**src/rtl/hec_pkg.sv**
```systemverilog
package hec_pkg;

    localparam int          BYTE_W     = 8;
    localparam logic [7:0]  CRC_POLY   = 8'h07;
    localparam logic [7:0]  HEC_COSET  = 8'h55;
    localparam logic [7:0]  CORRUPT_MASK = 8'h01;

    typedef enum logic [1:0] {
        HM_INSERT  = 2'b00,
        HM_PASS    = 2'b01,
        HM_CORRUPT = 2'b10,
        HM_PASS_B  = 2'b11
    } hec_mode_e;

    typedef struct packed {
        logic              soc;
        logic [BYTE_W-1:0] data;
    } beat_t;

    function automatic logic [7:0] crc8_step(input logic [7:0] crc_in,
                                             input logic [7:0] din);
        logic [7:0] c;
        logic       fb;
        c = crc_in;
        for (int i = 7; i >= 0; i--) begin
            fb = c[7] ^ din[i];
            c  = {c[6:0], 1'b0};
            if (fb) c = c ^ CRC_POLY;
        end
        return c;
    endfunction

endpackage

```
**src/rtl/hec_cell_tracker.sv**
```systemverilog
module hec_cell_tracker
    import hec_pkg::*;
#(
    parameter int CELL_BYTES = 53,
    parameter int HDR_BYTES  = 4,
    localparam int POS_W     = $clog2(CELL_BYTES + 1)
) (
    input  logic             clk,
    input  logic             rst,
    input  logic             take,
    input  logic             soc,
    input  hec_mode_e        mode_in,
    output hec_mode_e        cur_mode,
    output logic             first,
    output logic             in_header,
    output logic             at_hec
);
    localparam logic [POS_W-1:0] IDLE_POS = POS_W'(CELL_BYTES);

    logic [POS_W-1:0] pos_q;
    logic [POS_W-1:0] idx;
    hec_mode_e        mode_q;

    assign idx       = soc ? '0 : pos_q;
    assign cur_mode  = soc ? mode_in : mode_q;
    assign first     = (idx == '0);
    assign in_header = (idx < POS_W'(HDR_BYTES));
    assign at_hec    = (idx == POS_W'(HDR_BYTES));

    always_ff @(posedge clk) begin
        if (rst) begin
            pos_q  <= IDLE_POS;
            mode_q <= HM_PASS;
        end else if (take) begin
            pos_q <= (idx < IDLE_POS) ? idx + 1'b1 : IDLE_POS;
            if (soc) mode_q <= mode_in;
        end
    end

    // position never runs past the idle marker
    a_r10_pos_bounded: assert property (@(posedge clk) disable iff (rst)
        pos_q <= IDLE_POS);

    // latched mode only moves on an accepted start-of-cell byte
    a_r7_mode_held: assert property (@(posedge clk) disable iff (rst)
        !(take && soc) |=> $stable(mode_q));

endmodule

```
**src/rtl/hec_crc_acc.sv**
```systemverilog
module hec_crc_acc
    import hec_pkg::*;
(
    input  logic       clk,
    input  logic       rst,
    input  logic       take,
    input  logic       first,
    input  logic       in_header,
    input  logic [7:0] din,
    output logic [7:0] hec_good
);
    logic [7:0] crc_q;
    logic [7:0] seed;

    assign seed     = first ? 8'h00 : crc_q;
    assign hec_good = crc_q ^ HEC_COSET;

    always_ff @(posedge clk) begin
        if (rst) begin
            crc_q <= '0;
        end else if (take && in_header) begin
            crc_q <= crc8_step(seed, din);
        end
    end

    // remainder only moves when a header byte is taken
    a_r2_crc_quiet: assert property (@(posedge clk) disable iff (rst)
        !(take && in_header) |=> $stable(crc_q));

endmodule

```
**src/rtl/hec_inserter.sv**
```systemverilog
module hec_inserter
    import hec_pkg::*;
#(
    parameter int CELL_BYTES = 53,
    parameter int HDR_BYTES  = 4
) (
    input  logic       clk,
    input  logic       rst,
    input  logic [1:0] mode,
    input  logic       in_valid,
    output logic       in_ready,
    input  logic [7:0] in_data,
    input  logic       in_soc,
    output logic       out_valid,
    input  logic       out_ready,
    output logic [7:0] out_data,
    output logic       out_soc
);
    logic      take;
    hec_mode_e cur_mode;
    logic      first, in_header, at_hec;
    logic [7:0] hec_good;
    beat_t     nxt, out_q;
    logic      vld_q;

    assign in_ready = out_ready || !vld_q;
    assign take     = in_valid && in_ready;

    hec_cell_tracker #(
        .CELL_BYTES (CELL_BYTES),
        .HDR_BYTES  (HDR_BYTES)
    ) u_track (
        .clk       (clk),
        .rst       (rst),
        .take      (take),
        .soc       (in_soc),
        .mode_in   (hec_mode_e'(mode)),
        .cur_mode  (cur_mode),
        .first     (first),
        .in_header (in_header),
        .at_hec    (at_hec)
    );

    hec_crc_acc u_crc (
        .clk       (clk),
        .rst       (rst),
        .take      (take),
        .first     (first),
        .in_header (in_header),
        .din       (in_data),
        .hec_good  (hec_good)
    );

    always_comb begin
        nxt.soc  = in_soc;
        nxt.data = in_data;
        if (at_hec) begin
            unique case (cur_mode)
                HM_INSERT:  nxt.data = hec_good;
                HM_CORRUPT: nxt.data = hec_good ^ CORRUPT_MASK;
                default:    nxt.data = in_data;
            endcase
        end
    end

    always_ff @(posedge clk) begin
        if (rst) begin
            vld_q <= 1'b0;
            out_q <= '0;
        end else if (take) begin
            vld_q <= 1'b1;
            out_q <= nxt;
        end else if (out_ready) begin
            vld_q <= 1'b0;
        end
    end

    assign out_valid = vld_q;
    assign out_data  = out_q.data;
    assign out_soc   = out_q.soc;

    // an accepted byte is presented in the next cycle
    a_r8_one_stage: assert property (@(posedge clk) disable iff (rst)
        take |=> out_valid);

    // stalled output holds its contents
    a_r9_hold: assert property (@(posedge clk) disable iff (rst)
        (out_valid && !out_ready) |=> (out_valid && $stable(out_data) && $stable(out_soc)));

    // an empty stage always accepts
    a_r9_empty_ready: assert property (@(posedge clk) disable iff (rst)
        !out_valid |-> in_ready);

    // start-of-cell flag travels with its byte
    a_r6_soc_follows: assert property (@(posedge clk) disable iff (rst)
        (take && in_soc) |=> out_soc);

endmodule

```
**config.mk**
```make
export PLATFORM = sky130hd
export DESIGN_NAME = hec_inserter
export DESIGN_NICKNAME = d
export VERILOG_FILES = /design/src/rtl/hec_pkg.sv /design/src/rtl/hec_cell_tracker.sv /design/src/rtl/hec_crc_acc.sv /design/src/rtl/hec_inserter.sv
export SDC_FILE = /design/constraint.sdc
export NUM_CORES = 1
export LEC_CHECK = 0
export ABC_AREA = 1
export CAP_MARGIN = 20
export CORE_MARGIN = 2
export CORE_UTILIZATION = 35
export DETAILED_ROUTE_END_ITERATION = 10
export PLACE_DENSITY = 0.64
export SETUP_SLACK_MARGIN = 0.2
export SLEW_MARGIN = 30
export SYNTH_ARGS = -nofsm -noshare
export SYNTH_HDL_FRONTEND = slang
export SYNTH_SLANG_ARGS = --single-unit
```
**constraint.sdc**
```tcl
create_clock -name clk -period 1.85 [get_ports clk]
set_input_delay 0.2775 -clock clk [delete_from_list [all_inputs] [get_ports clk]]
set_output_delay 0.2775 -clock clk [all_outputs]
set_load 0.03 [all_outputs]
```
==> impl_results.md <==
* Status: finished, final reports clean
* Routed Antenna Nets at 0
* Initial Util at 36.3%
* Worst-margin pin slew at 0.379 ns
* Area growth, synth to finish at 53.7%
* Final Total Pwr at 1.68 mW
* Clk buf depth at 2
* Async SR Flop Fraction at 0%
* Largest area contributor in the netlist: dfxtp_1
* GRT met3 Usage at 2.47%
* Global-route wire length before repair at 7.75 mm
* CP max FO at 7
* DR pass1 iterations at 4
* Die width at 73.8 um
* Layout Nets at 326
* Post-DR wirelength/cell at 13.1 um
* Total of max-cap violations at 0
* Area after DPL at 0.00220 sq mm
* Detailed Place HPWL at 3.05 mm
* Worst endpoint required time at 2.03 ns
* Fin crit share at 97.9%
* Power per Cell Area at 644 mW/mm^2
* Met1 Track Usage GR at 24.8%
* Hold-fix buffers, CTS at 0
* Final Wtd Congestion at 0.805
* Port Buffers at 25
* #FFs+latches synth at 26
* Area contributors post-synth: dfxtp_1, nand2_1, inv_1
* Mean post-synth cell area at 6.89 sq um
* Final instance area at 0.00262 sq mm
* Die H at 73.8 um
* Vias/cell at 4.85
* H-tree levels at 1
* Sequential share of the synthesized area at 30.6%
* Vias after detailed routing at 1,755
* Largest net degree at the start of global routing at 24
* Critical path arrival at 1.99 ns
* Antenna diodes at 0
* Relative slew slack at 74.7%
* Fraction of layout cells with a size suffix above 1 at 36.0%
* Crit-path slowest cell: dfxtp_2
* Worst Setup Start Kind: flop
* Core area at 0.00469 sq mm
* Critical path endpoint category: flop
* DRC at 0
* Cell-by-cell trace of the critical path: inv_2 -> nor2_4 -> inv_2 -> ha_4 -> nand3_4 -> nand2_2 -> nand2_2 -> nand2_4 -> nand2_1 -> nand2_2 -> nand2_2 -> nand2_4 -> nand2_1 -> nand3_1 -> nand2_1 -> inv_1
* I/O pins at 26
* Clock sinks at 26
* Setup TNS at 0 ns
* Grt total ovfl at 0
* YS warnings at 0
* CTS Root Cell: clkbuf_8
* Post-Layout Cell Count at 362
* CTS tree: yes
* Vias in the first global route at 1,706
* Max Fclk at 0.552 GHz
* Slew Limit Fails at 0
* Worst clock skew at 0.00630 ns
* Met2 GRT Util at 30.3%
* Mapped cell area at 0.00170 sq mm
* Die area at 0.00544 sq mm
* Total leakage power at 1.19 nW
* Crit-path max cell delay at 0.33 ns
* Clk Latency, worst-skew pair at 0.27 ns
* Clk slew on worst S/H paths at 0.10 ns
* CP most frequent cell: nand2_2
* Number of synthesized flops with an enable pin at 0
* Max VDD drop at 481 uV
* Num CTS Buffers at 3
* Worst hold-check path type: flop to flop
* Final Hold Viols at 0
* Global route hottest layer: met2
* Critical path type: flop to flop
* Top post-synthesis cells by count: nand2_1, inv_1, dfxtp_1
* Count leader, synth: nand2_1
* Cells after Synth at 247
* Placed insts at 347
* Synth cell types at 29
* RSZ-0062 raised after global routing: yes
* Util after Layout at 55.8%
* Fin crit period at 1.81 ns
* Main synth FF type: dfxtp_1
* Top cell type's share of synthesized area at 30.6%
* Total Routing Usage GR at 18.3%
* Initial antenna violation count at 0
* Final setup viols at 0
* Initial drt markers at 89
* WL final at 4.76 mm
* Synthesized Nets at 264
* Rows at 25
-- sequential cells by signal, summed over array words and instances (netlist names) --
name and count:
out_data 8, out_soc 1, out_valid 1, u_crc.crc_q 8
u_track.mode_q 2, u_track.pos_q 6
-- where the power goes --
part | switching, mW | internal (mW)
registers | 0.0367 | 0.606
logic | 0.366 | 0.295
clock network | 0.192 | 0.190
total | 0.594 | 1.09
-- worst max-delay path, delay by kind of cell, from the launching register on --
kind          cells  cell delay, ns
simple gates     12            1.06
flops             1            0.33
fa+ha+maj         1            0.19
buf+inv           3            0.13
-- logic make-up (layout without fill, tap and decap cells) --
family	count (synthesis)	after routing	synth area share [%]
AOI/OAI and AO/OA	53	53	19.2
xor gates and xnor gates	15	15	9.92
adders and majority gates	2	2	1.47
buffers and inverters	50	110	12.0
DFF	26	26	30.6
and+or+nand+nor	101	102	26.8
-- per-stage QoR --
step / hold slack (ns) / worst slack (ns)
6_report: 0.479 / 0.0392
5_1_grt: 0.519 / -0.0932
4_1_cts: 0.479 / 0.114
3_5_place_dp: 0.456 / -0.467
2_1_floorplan: 0.437 / 0.203
3_3_place_gp: 0.450 / -0.442
-- timing repair --
item,in CTS,in global routing
endpoints found under the setup margin,19,16
gates resized for setup,50,25
pin swaps,24,17
setup buffers,4,6
gates cloned,1,0
hold endpoints to repair,0,0
-- layout make-up --
type                    instances  area (sq um)
well taps                      54          67.6
multi-input cells             172          1260
inverters                      43           166
flip-flops and latches         26           523
clock buffers                   4          55.1
repair buffers                 63           543
fillers                       444          2070
-- path summary, 6_finish.rpt --
| kind | end | startpoint | cells after the start | slack, ns |
|---|---|---|---|---|
| worst min-delay path | u_track.mode_q[0]$_SDFFE_PP1P_ | u_track.mode_q[0]$_SDFFE_PP1P_ | 2 | 0.48 |
| worst max-delay path | u_crc.crc_q[2]$_SDFFE_PP0P_ | u_track.pos_q[0]$_SDFFE_PP1P_ | 16 | 0.04 |
| worst max register to register | u_crc.crc_q[2]$_SDFFE_PP0P_ | u_track.pos_q[0]$_SDFFE_PP1P_ | 16 | 0.04 |
| worst min register to register | u_track.mode_q[0]$_SDFFE_PP1P_ | u_track.mode_q[0]$_SDFFE_PP1P_ | 2 | 0.48 |
-- layer usage --
layer / vias to the layer above / wire, um
li1: 911 / -
met1: 789 / 2230
met2: 51 / 2220
met3: 4 / 246
met4: 0 / 62
met5: - / 0
-- cell usage in the layout (no fill, tap or decap), types with 7 or more instances in the layout --
| cell type | netlist | final |
|---|---|---|
| nand2_1 | 67 | 45 |
| buf_4 | 0 | 36 |
| inv_1 | 40 | 33 |
| dfxtp_1 | 26 | 24 |
| clkdlybuf4s50_1 | 0 | 23 |
| nand2_2 | 3 | 19 |
| a21oi_1 | 19 | 15 |
| nand3_1 | 18 | 14 |
| o211ai_1 | 11 | 11 |
| o21ai_0 | 14 | 10 |
| nand2_4 | 3 | 8 |
| inv_2 | 1 | 7 |
No activity file was read; power rests on OpenSTA's default activity.
